`src/rtl/txf_pkg.sv`:
```
package txf_pkg;
  localparam int LEN_W  = 16;
  localparam int WORD_W = 32;
  localparam int BYTE_W = 8;
  localparam int STAT_W = LEN_W + 2;

  typedef enum logic [2:0] {
    S_IDLE,
    S_HREQ,
    S_HWAIT,
    S_PREQ,
    S_PWAIT,
    S_SEND
  } fetch_state_t;

  typedef struct packed {
    logic             upd;
    logic             ok;
    logic [LEN_W-1:0] len;
  } stat_entry_t;
endpackage

```
`src/rtl/txf_hdr_check.sv`:
```
module txf_hdr_check
  import txf_pkg::*;
#(
  parameter int OFF_W   = 13,
  parameter int MAX_LEN = 1522
) (
  input  logic [LEN_W-1:0] len_raw,
  input  logic [OFF_W-1:0] start,
  output logic             bad,
  output logic [OFF_W-1:0] next_good,
  output logic [OFF_W-1:0] next_bad
);
  // Record = 4-byte header + payload, rounded up to a word; offsets wrap
  // naturally because the ring size is a power of two.
  always_comb begin
    bad       = (len_raw == '0) || (32'(len_raw) > 32'(MAX_LEN));
    next_good = (start + OFF_W'(len_raw) + OFF_W'(7)) & ~OFF_W'(3);
    next_bad  = start + OFF_W'(4);
  end
endmodule

```
`src/rtl/txf_byte_shift.sv`:
```
module txf_byte_shift
  import txf_pkg::*;
(
  input  logic              clk,
  input  logic              rst,
  input  logic              load,
  input  logic [WORD_W-1:0] word,
  input  logic              shift,
  output logic [BYTE_W-1:0] byte_o
);
  logic [WORD_W-1:0] sh_q;

  // Lowest lane leaves first: little-endian byte order within a word.
  always_ff @(posedge clk) begin
    if (rst)        sh_q <= '0;
    else if (load)  sh_q <= word;
    else if (shift) sh_q <= {{BYTE_W{1'b0}}, sh_q[WORD_W-1:BYTE_W]};
  end

  assign byte_o = sh_q[BYTE_W-1:0];
endmodule

```
`src/rtl/txf_stat_post.sv`:
```
module txf_stat_post
  import txf_pkg::*;
#(
  parameter int SIDX_W = 6
) (
  input  logic              clk,
  input  logic              rst,
  input  logic              post,
  input  logic              ok,
  input  logic [LEN_W-1:0]  len,
  output logic              st_we,
  output logic [SIDX_W-1:0] st_addr,
  output logic [STAT_W-1:0] st_data
);
  logic [SIDX_W-1:0] idx_q;
  stat_entry_t       ent_q;

  always_ff @(posedge clk) begin
    if (rst) begin
      st_we   <= 1'b0;
      st_addr <= '0;
      idx_q   <= '0;
      ent_q   <= '0;
    end else begin
      st_we <= post;
      if (post) begin
        st_addr   <= idx_q;
        idx_q     <= idx_q + SIDX_W'(1);
        ent_q.upd <= 1'b1;
        ent_q.ok  <= ok;
        ent_q.len <= len;
      end
    end
  end

  assign st_data = ent_q;
endmodule

```
`src/rtl/txring_fetch.sv`:
```
module txring_fetch
  import txf_pkg::*;
#(
  parameter int RING_BYTES = 8192,
  parameter int STAT_DEPTH = 64,
  parameter int MAX_LEN    = 1522,
  localparam int OFF_W     = $clog2(RING_BYTES),
  localparam int WIDX_W    = OFF_W - 2,
  localparam int SIDX_W    = $clog2(STAT_DEPTH)
) (
  input  logic              clk,
  input  logic              rst,
  input  logic              en,
  input  logic [WIDX_W-1:0] prod_idx,
  output logic              rd_en,
  output logic [WIDX_W-1:0] rd_addr,
  input  logic [31:0]       rd_data,
  output logic              st_we,
  output logic [SIDX_W-1:0] st_addr,
  output logic [STAT_W-1:0] st_data,
  output logic [7:0]        out_data,
  output logic              out_valid,
  output logic              out_last,
  input  logic              out_ready
);
  fetch_state_t      state_q;
  logic [OFF_W-1:0]  cons_q, next_q;
  logic [WIDX_W-1:0] pw_q;
  logic [LEN_W-1:0]  len_q, rem_q;
  logic [1:0]        lane_q;

  logic [OFF_W-1:0]  prod_off, hdr_next_good, hdr_next_bad;
  logic [LEN_W-1:0]  hdr_len, post_len;
  logic              hdr_bad, pending, fin_bad, fin_ok, take, word_end, frame_end;

  assign prod_off  = {prod_idx, 2'b00};
  assign pending   = (cons_q != prod_off);
  assign hdr_len   = rd_data[LEN_W-1:0];
  assign take      = (state_q == S_SEND) && out_ready;
  assign frame_end = (rem_q == LEN_W'(1));
  assign word_end  = (lane_q == 2'd3);
  assign fin_bad   = (state_q == S_HWAIT) && hdr_bad;
  assign fin_ok    = take && frame_end;
  assign post_len  = fin_ok ? len_q : hdr_len;

  txf_hdr_check #(.OFF_W(OFF_W), .MAX_LEN(MAX_LEN)) u_hdr (
    .len_raw   (hdr_len),
    .start     (cons_q),
    .bad       (hdr_bad),
    .next_good (hdr_next_good),
    .next_bad  (hdr_next_bad)
  );

  txf_byte_shift u_shift (
    .clk    (clk),
    .rst    (rst),
    .load   (state_q == S_PWAIT),
    .word   (rd_data),
    .shift  (take && !frame_end && !word_end),
    .byte_o (out_data)
  );

  txf_stat_post #(.SIDX_W(SIDX_W)) u_stat (
    .clk     (clk),
    .rst     (rst),
    .post    (fin_bad || fin_ok),
    .ok      (fin_ok),
    .len     (post_len),
    .st_we   (st_we),
    .st_addr (st_addr),
    .st_data (st_data)
  );

  always_ff @(posedge clk) begin
    if (rst) begin
      state_q   <= S_IDLE;
      cons_q    <= '0;
      next_q    <= '0;
      pw_q      <= '0;
      len_q     <= '0;
      rem_q     <= '0;
      lane_q    <= '0;
      rd_en     <= 1'b0;
      rd_addr   <= '0;
      out_valid <= 1'b0;
      out_last  <= 1'b0;
    end else begin
      rd_en <= 1'b0;
      case (state_q)
        S_IDLE: begin
          if (en && pending) begin
            rd_en   <= 1'b1;
            rd_addr <= cons_q[OFF_W-1:2];
            state_q <= S_HREQ;
          end
        end
        S_HREQ: state_q <= S_HWAIT;
        S_HWAIT: begin
          if (hdr_bad) begin
            cons_q  <= hdr_next_bad;
            state_q <= S_IDLE;
          end else begin
            len_q   <= hdr_len;
            rem_q   <= hdr_len;
            next_q  <= hdr_next_good;
            pw_q    <= cons_q[OFF_W-1:2] + WIDX_W'(1);
            rd_en   <= 1'b1;
            rd_addr <= cons_q[OFF_W-1:2] + WIDX_W'(1);
            state_q <= S_PREQ;
          end
        end
        S_PREQ: state_q <= S_PWAIT;
        S_PWAIT: begin
          out_valid <= 1'b1;
          out_last  <= (rem_q == LEN_W'(1));
          lane_q    <= '0;
          state_q   <= S_SEND;
        end
        S_SEND: begin
          if (out_ready) begin
            if (frame_end) begin
              out_valid <= 1'b0;
              out_last  <= 1'b0;
              cons_q    <= next_q;
              state_q   <= S_IDLE;
            end else if (word_end) begin
              out_valid <= 1'b0;
              out_last  <= 1'b0;
              rem_q     <= rem_q - LEN_W'(1);
              pw_q      <= pw_q + WIDX_W'(1);
              rd_en     <= 1'b1;
              rd_addr   <= pw_q + WIDX_W'(1);
              state_q   <= S_PREQ;
            end else begin
              rem_q    <= rem_q - LEN_W'(1);
              lane_q   <= lane_q + 2'd1;
              out_last <= (rem_q == LEN_W'(2));
            end
          end
        end
        default: state_q <= S_IDLE;
      endcase
    end
  end
endmodule

```
`config.mk`:
```
export PLATFORM = sky130hd
export DESIGN_NAME = txring_fetch
export DESIGN_NICKNAME = d
export VERILOG_FILES = /design/src/rtl/txf_pkg.sv /design/src/rtl/txf_hdr_check.sv /design/src/rtl/txf_byte_shift.sv /design/src/rtl/txf_stat_post.sv /design/src/rtl/txring_fetch.sv
export SDC_FILE = /design/constraint.sdc
export NUM_CORES = 1
export LEC_CHECK = 0
export ABC_AREA = 1
export BUFFER_PORTS_ARGS = -buffer_cell sky130_fd_sc_hd__clkbuf_2
export CORE_UTILIZATION = 58
export DETAILED_ROUTE_END_ITERATION = 10
export HOLD_SLACK_MARGIN = 0.02
export PLACE_DENSITY = 0.79
export SYNTH_ARGS = -nofsm -noshare
export SYNTH_HDL_FRONTEND = slang
export SYNTH_SLANG_ARGS = --single-unit
```
`constraint.sdc`:
```
create_clock -name clk -period 2.6 [get_ports clk]
set_input_delay 0.26 -clock clk [delete_from_list [all_inputs] [get_ports clk]]
set_output_delay 0.26 -clock clk [all_outputs]
set_load 0.05 [all_outputs]
```
# After elaboration in Yosys (flattened, before gate mapping)
# Cells that the tools add are included.
# word_totals
reg_bits	149
in_bits	47
output_inout_bits	47
word_cells	113
# classes
n_addsub	8
order_cmp	1
n_eq_ne	18
n_mux	42
n_bitwise	1
reduce_logical	25
# op_table
cell	n
$mux W16	4
$mux W32	2
$mux W11	5
$mux W13	3
$pmux W11 S3	1
$pmux W16 S2	1
$add A13 B3 Y13 const B	2
$pmux W13 S2	1
$add A11 B1 Y11 const B	2
$pmux W11 S2	1
$pmux W3 S6	1
$eq A16 B1 Y1 const B	1
$eq A16 B2 Y1 const B	1
$gt A16 B11 Y1 const B	1
$logic_not A16 Y1	1
$ne A2 B2 Y1 const B	8
$sub A16 B1 Y16 const B	1
$add A13 B13 Y13	1
$ne A13 B13 Y1	1
$mux W3	4
$reduce_and A4 Y1	3
$mux W1	11
$mux W2	4
$add A6 B1 Y6 const B	1
20 further kinds	34

# Logic depth before layout (Yosys ltp)
# Gate-level depths: netlist (run 1).
# depth
ltp_word	6
mapped_depth	14
mapped_depth_nobuf	13

# Modules after synthesis
# Synthesis (run 1) repeated with hierarchy kept, for this count alone.
# hier_totals
cells_unflattened	1371
hier_area_um2	8958.6
# by_module_without_submodules
mod	n_inst	cells_each	area_each_um2	seq_area_each_um2
txring_fetch	1	790	5103.6	1761.7
txf_byte_shift	1	242	1584.0	640.6
txf_hdr_check	1	200	1147.4	0.0
txf_stat_post	1	139	1123.6	620.6

# Least setup slack after synthesis (run 1)
# Ideal clock, no wire load.
# synth_timing
kind	register -> register
startpoint	register cons_q[2]
endpoint	register next_q[9]
setup_ps	120
t_arrival_ps	1943
t_required_ps	2480
slack_ps	536
stages_incl_launch_ff	10
path_buffers	1
period_less_slack_ps	2064
path_cell_list	dfxtp_1 > buf_2 > inv_1 > ha_1 > fa_1 > o21ai_0 > nand3_1 > nand2_1 > xnor2_1 > a21oi_1
# synth_between
elab_chain_len	2
# synth_lines
item	line_no	text
from (decl)	txring_fetch.sv:27	logic [OFF_W-1:0] cons_q, next_q;
from (signal assigned)	txring_fetch.sv:100	cons_q <= hdr_next_bad;
from (signal assigned)	txring_fetch.sv:124	cons_q <= next_q;
$add A13 B13 Y13	txf_hdr_check.sv:17	next_good = (start + OFF_W'(len_raw) + OFF_W'(7)) & ~OFF_W'(3);
$add A13 B3 Y13	txf_hdr_check.sv:17	
to (signal assigned)	txring_fetch.sv:105	next_q <= hdr_next_good;
to (decl)	txring_fetch.sv:27	
# Every way passes these cells.
# A chain may end at the register's enable or synchronous reset.

# Final worst setup path (run 1)
# layout_timing
startpoint	register rem_q[1]
endpoint	register rd_addr[5]
# layout_between
elab_chain_len	3
# layout_lines
item	line_no	text
from (decl)	txring_fetch.sv:29	logic [LEN_W-1:0] len_q, rem_q;
from (signal assigned)	txring_fetch.sv:104	rem_q <= hdr_len;
from (signal assigned)	txring_fetch.sv:129	rem_q <= rem_q - LEN_W'(1);
from (signal assigned)	txring_fetch.sv:135	rem_q <= rem_q - LEN_W'(1);
$eq A16 B1 Y1	txring_fetch.sv:40	assign frame_end = (rem_q == LEN_W'(1));
$ne A2 B2 Y1 (no line)	--	
$reduce_and A6 Y1 (no line)	--	
to (signal assigned)	txring_fetch.sv:93	rd_addr <= cons_q[OFF_W-1:2];
to (signal assigned)	txring_fetch.sv:108	rd_addr <= cons_q[OFF_W-1:2] + WIDX_W'(1);
to (signal assigned)	txring_fetch.sv:132	rd_addr <= pw_q + WIDX_W'(1);
to (decl)	txring_fetch.sv:16	output logic [WIDX_W-1:0] rd_addr,
# Every way passes these cells.

==> impl_results.md, run 1 <==
* Status: finished clean
* Core footprint at about 0.014 mm2
* Syn nets at 1345
* Max_cap viols at 0
* Ant diodes at 0
* I/O Buffers at a little over 90
* Skew final at 0.008111 ns
* Post-synth EDFFs at 0
* Largest net degree at the start of global routing at 73
* Cell Pwr Density at 1105 mW/mm2
* Clock Path Buffers at 2
* Critical Path AT at 2.56 ns
* Top-area cell type share of the netlist area at 35.04%
* Wirelength per Cell at 13.95 um
* Synth Register Bits at 147
* Post-route cell area at 0.009462 mm2
* Place WS at 0.3782 ns
* CP endpoint kind: flip-flop
* Clock root buffer: clkbuf_16
* First-pass GRT wire length at about 35000 um
* Top cells by area, synth: dfxtp_1 35%, nand2_1 14%, nor2_1 9.7%, o21ai_0 6.1%, inv_1 4.5%
* RSZ-0062 raised after global routing: no
* Peak supply drop at 0.5414 mV
* Area delta synth->final at 12.65%
* Main synth FF type: dfxtp_1
* # Post-CTS Setup Buffers at 0
* Non-Filler Instances at 1519
* DP Wirelength at about 15000 um
* Core Util, Final at 67.64%
* Fin worst setup slack at 0.3526 ns
* Total Nets Final at 1402
* Initial Util at between 60% and 70%
* IO Count at 94
* Die area at 0.01497 mm2
* Die Span X at about 120 um
* Asr flop ratio synth at 0%
* DR vias at 8204
* Routed WL at approximately 21000 um
* Initial DRC Count at between 700 and 800
* Tmin final at 2.247 ns
* Buf/Inv on CP at 2
* Synth area leader: dfxtp_1
* Via density at 5.401
* Final slew viol count at 0
* Die height at approximately 120 um
* Worst-Skew Late Latency at 0.42 ns
* Final Hold Violating Endpoints at 0
* Cell Chain, Critical Path: inv_1 > ha_1 > nand2_2 > nor2_4 > nand2_2 > nand3_1 > nand2_1 > inv_2 > nand3_1 > nand2_1 > nor2_1
* Antenna Nets Post-Route at 0
* Slew @ Worst Pin at 0.7222 ns
* Initial DRT Pass Iterations at 6
* Tcrit/Tclk final at 86.44%
* Max Clk Rate at 445.0 MHz
* RD Place Congestion at 0.9050
* Initial antenna violation count at 0
* Reg clk slew, reported paths at 0.06 ns
* CP top delay family: simple AND/OR/NAND/NOR gates
* Rows at 43
* Placed Area at 0.008842 mm2
* Startpoint Class: flip-flop
* Vias in the first global route at 7307
* CTS tree: built
* Post-cts resize count at 0
* # hold bufs at CTS at 0
* YS warnings at 0
* Final setup vio count at 0
* Worst min-delay path class: in -> reg
* CTS Sinks at 147
* DR DRC count at 0
* Fraction of layout cells with a size suffix above 1 at 14.19%
* Slew headroom at 51.80%
* Syn_area_per_cell at 6.614 um2
* TNS Setup at 0 ns
* Seq/Total Area, Yosys at 35.04%
* Worst Path Class, Setup: reg -> reg
* CP max stage delay at 0.52 ns
* Grt ovf at 0
* Netlist cell types at 39
* DP Cell Count at 1488
* Mapped Cells at about 1300
* H-tree Lvls at 4
* CP Max Fanout at 34
* LEAKAGE at 4.592 nW
* Gr usage total at 29.55%
* Req. time, crit path at 2.91 ns
* TritonCTS buffer count at 17
* CP max stage cell: inv_2
* Synthesized area at 0.008399 mm2
[layout by cell type (no fill, tap or decap), types with 12 or more instances in the layout]
cell and count:
ha_1 27, xor2_1 15, nand2_2 12, dfxtp_1 147, o21ai_0 102, clkbuf_16 17, inv_1 100, o21ai_1 41
nand3_1 74, clkbuf_2 93, xnor2_1 16, nor2_1 216, nand4_1 15, buf_4 15, nand2_1 303, a21oi_1 62
[cells by family (layout without fill, tap and decap cells)]
logic type | after synthesis | count (layout) | share of synthesized area, %
buffers and inverters | 184 | 253 | 9.832
AOI/OAI and AO/OA | 228 | 228 | 14.38
adders and majority gates | 28 | 28 | 4.260
and+or+nand+nor | 652 | 652 | 33.26
DFF | 147 | 147 | 35.04
xor gates and xnor gates | 31 | 31 | 3.233
[synth_stat cells, types with 16 or more instances]
cell        n
nand3_1    74
dfxtp_1   147
a21oi_1    62
clkbuf_1   28
nand2_1   303
ha_1       27
o21ai_1    41
buf_2      21
o21ai_0   102
xnor2_1    16
nor2_1    216
inv_1     101
[sequential cells by signal (all words and copies together), names as in the netlist, 11 cells and up]
register        flops
u_stat.st_data     18
rem_q              16
pw_q               11
cons_q             11
len_q              16
u_shift.sh_q       32
next_q             11
rd_addr            11
[through the flow]
stage / hold WS, ns / power [mW]
CTS: 0.06420 / 10.46
global route: 0.08713 / 11.20
finish: 0.07600 / 10.45
global placement: 0.4313 / 7.771
floorplan: 0.4202 / 7.032
detailed placement: 0.4393 / 7.850
[routing by layer]
layer  vias to the layer above  routed length [um]  track usage (%)
li1                       4166                   -                -
met1                      3702                9693            40.56
met2                       303                9749            47.51
met3                        33                1357            4.089
met4                         0                 396            9.909
met5                         -                   0                0
[where the power goes]
| part | total, mW | switching [mW] | internal (mW) |
|---|---|---|---|
| logic | 4.75 | 3.28 | 1.47 |
| clock network | 2.59 | 0.934 | 1.65 |
| registers | 3.11 | 0.356 | 2.76 |
[area by class of cell]
type                       count  area [um2]
clock buffer                  23       467.9
clock inverter                 8       151.4
fill                        1262        4527
inverter                     112       425.4
multi-input combinational    939        4631
sequential                   147        2943
tap                          180       225.2
timing repair buffer         110       618.1
[worst min-delay path: cells and delay by family]
kind	cells	cell delay (ns)
buffers and inverters	1	0.08
and+or+nand+nor	1	0.07
AOI/OAI and AO/OA	1	0.05
[final timing paths]
check	start	to	slack, ns	depth (start not counted)
setup reg to reg	rem_q[1]	rd_addr[5]	0.35	11
hold reg to reg	len_q[14]	len_q[14]	0.45	2
hold / removal	rd_data[28]	u_shift.sh_q[28]	0.08	3
setup / recovery	rem_q[1]	rd_addr[5]	0.35	11
(Power assumes the default switching activity.)
==> run 2, diff against run 1 <==
ABC_AREA = default   (was 1)
PLACE_DENSITY = 0.8   (was 0.79)
==> impl_results.md, run 2 <==
* Flop2flop setup slack at 0.24 ns
* Req. time, crit path at slightly below 3 ns
* Rows at 42
* Initial DRC Count at 741
* LEAKAGE at 3.685 nW
* R2r worst-path depth at 8
* CTS tree: built
* Crit path to: rem_q[3]
* Peak supply drop at ~0.43 mV
* CP endpoint kind: flip-flop
* Tcrit/Tclk final at 90.70%
* Global Route met2 Usage at 49.12%
* Max Clk Rate at 424.0 MHz
* Clock Path Buffers at 2
* Synth area leader: dfxtp_1
* Tmin final at 2.358 ns
* Final hold slack at 0.06872 ns
* Synth Register Bits at ~150
* Initial Util at 59.52%
* Critical R2R Capture: rem_q[3]
* Top cells by area, synth: dfxtp_1 37%, nand2_1 7.2%, a21oi_1 5.5%, nor2_1 4.7%, ha_1 4.3%
* TNS Setup at 0 ns
* Mapped Cells at 989
* Post-synth EDFFs at 0
* Placed Area at 0.008647 mm2
* Vias in the first global route at 7170
* Main synth FF type: dfxtp_1
* Antenna Nets Post-Route at 0
* Place WS at -0.02292 ns
* Fin worst setup slack at 0.2417 ns
* TritonCTS buffer count at 17
* IO Count at 94
* Ant diodes at 0
* Critical Path AT at 2.69 ns
* Core footprint at 0.01330 mm2
* Worst Path Class, Setup: reg -> reg
* Final setup vio count at 0
* Top-count cell post-synth: nand2_1
* Initial antenna violation count at 0
* Total Power at 5.573 mW
* Reg clk slew, reported paths at 0.06 ns
* Die Span X at 118.8 um
* Final Hold Violating Endpoints at 0
* Final slew viol count at 0
* Post-route cell area at 0.009289 mm2
* YS warnings at 0
* Status: finished clean
* Top-area cell type share of the netlist area at 37.19%
* RSZ-0062 raised after global routing: no
* Seq/Total Area, Yosys at 37.19%
* Fraction of layout cells with a size suffix above 1 at 17.87%
* Hold Path Origin: rd_data[30]
* Syn nets at approximately 1100
* Clock root buffer: clkbuf_16
* Worst min-delay path class: in -> reg
* Routed WL at between 20000 and 25000 um
* DR DRC count at 0
* Total Nets Final at 1142
* Gr usage total at 31.19%
* Netlist cell types at between 70 and 80
* Slew @ Worst Pin at just over 0.7 ns
* I/O Buffers at 93
* Largest net degree at the start of global routing at 110
* CP Max Fanout at 20
* Max_cap viols at 0
* GR Util met3 at 7.040%
* RD Place Congestion at a little over 0.9
* Highest-count cells in the layout ignoring fill and taps: 151 x nand2_1, 147 x dfxtp_1, 100 x nor2_1, 92 x clkbuf_2, 87 x a21oi_1
* Worst-Skew Late Latency at 0.44 ns
* Cell Pwr Density at 600.0 mW/mm2
* Wirelength per Cell at 17.16 um
* # hold bufs at CTS at 0
* Die area at 0.01412 mm2
* CTS Sinks at between 100 and 150
* Initial DRT Pass Iterations at 10
* First-pass GRT wire length at approximately 35000 um
* Max reg flops at 32
* Asr flop ratio synth at 0%
* Top reg by flops: u_shift.sh_q
* Slew headroom at 52.92%
* Most common cell after layout, fill and taps aside: nand2_1
* Met1 Use GR at about two fifths
* Die height at 118.8 um
* Grt ovf at 0
* DP Wirelength at 14490 um
* DR vias at 7698
* Most used routing layer: met2
* Commonest cells in the netlist: 151 x nand2_1, 147 x dfxtp_1, 100 x nor2_1
* Via density at 6.129
* Synthesized area at 0.007914 mm2
* Skew final at 0.007102 ns
* H-tree Lvls at 4
* Syn_area_per_cell at between 8 and 9 um2
* Startpoint Class: flip-flop
* Area delta synth->final at 17.38%
* Crit path launch: rem_q[11]
* Reg2reg start: rem_q[11]
run 2: cell types whose count changed in the layout (fill, tap and decap cells not counted), sizes merged, moves of 15 or more:
cell | previous run | this run
a21oi | 72 | 87
inv | 112 | 12
a311oi | 0 | 17
nor3 | 10 | 28
nor2 | 230 | 101
o21ai | 143 | 42
buf | 17 | 53
nand2 | 318 | 151
a211oi | 0 | 28
mux2i | 0 | 29
nand3 | 76 | 23
run 2: where the power goes:
group / switching (mW) / internal [mW] / leakage (nW) / total, mW
combinational: 0.434 / 0.212 / 2.20 / 0.646
sequential: 0.0295 / 2.31 / 1.19 / 2.34
clock: 0.989 / 1.60 / 0.297 / 2.59
run 2: kinds of logic (layout without fill, tap and decap cells):
group                    Yosys count  in the layout  synth area share (%)
multiplexers                      29             29                 3.668
AND/OR/NAND/NOR                  385            385                 22.86
adder cells (fa/ha/maj)           28             28                 4.522
buffers and inverters             99            190                 5.470
XOR/XNOR                          30             30                 3.320
AO/OA/AOI/OAI                    271            271                 22.97
flip-flops                       147            147                 37.19
run 2: final cells by class:
cell class / count / area, um2
multi-input cells: 743 / 4576
flip-flops and latches: 147 / 2943
inverters: 13 / 48.80
clock buffers: 19 / 432.9
fillers: 1083 / 4006
well taps: 176 / 220.2
repair buffers: 145 / 883.3
clock inverters: 13 / 185.2
run 2: worst min-delay path by stage:
| stage | slack [ns] | endpoint | depth (start not counted) |
|---|---|---|---|
| floorplan | 0.40 | len_q[10] | 2 |
| global placement | 0.44 | u_stat.st_addr[1] | 2 |
| detailed placement | 0.44 | u_stat.st_addr[4] | 2 |
| CTS | 0.07 | u_shift.sh_q[30] | 3 |
| global route | 0.10 | u_shift.sh_q[30] | 3 |
| finish | 0.07 | u_shift.sh_q[30] | 3 |
run 2: worst max-delay path: stages, from the launching register on:
cell	delay [ns]
dfxtp_1	0.35
or3_1	0.46
nor4_4	0.27
buf_4	0.17
nand3_2	0.17
o22ai_1	0.24
buf_4	0.26
nor3_1	0.09
a31o_2	0.23
run 2: routing by layer:
layer / part of all wire, % / vias up
met2: 47 / 272
met5: 0 / -
met1: 44 / 3642
li1: - / 3730
met3: 6.9 / 54
met4: 2.8 / 0
run 2: repair_timing:
item	in CTS	in global routing
gates cloned	0	0
setup endpoints to repair	20	21
pin swaps	0	1
resized for setup	1	0
buffers inserted	0	2
run 2: through the flow:
step / util, % / instances
after global placement: 65.04 / 1222
after global routing: 69.87 / 1256
after CTS: 69.75 / 1254
after detailed placement: 65.04 / 1222
after floorplan: - / 989
final: 69.87 / 1256
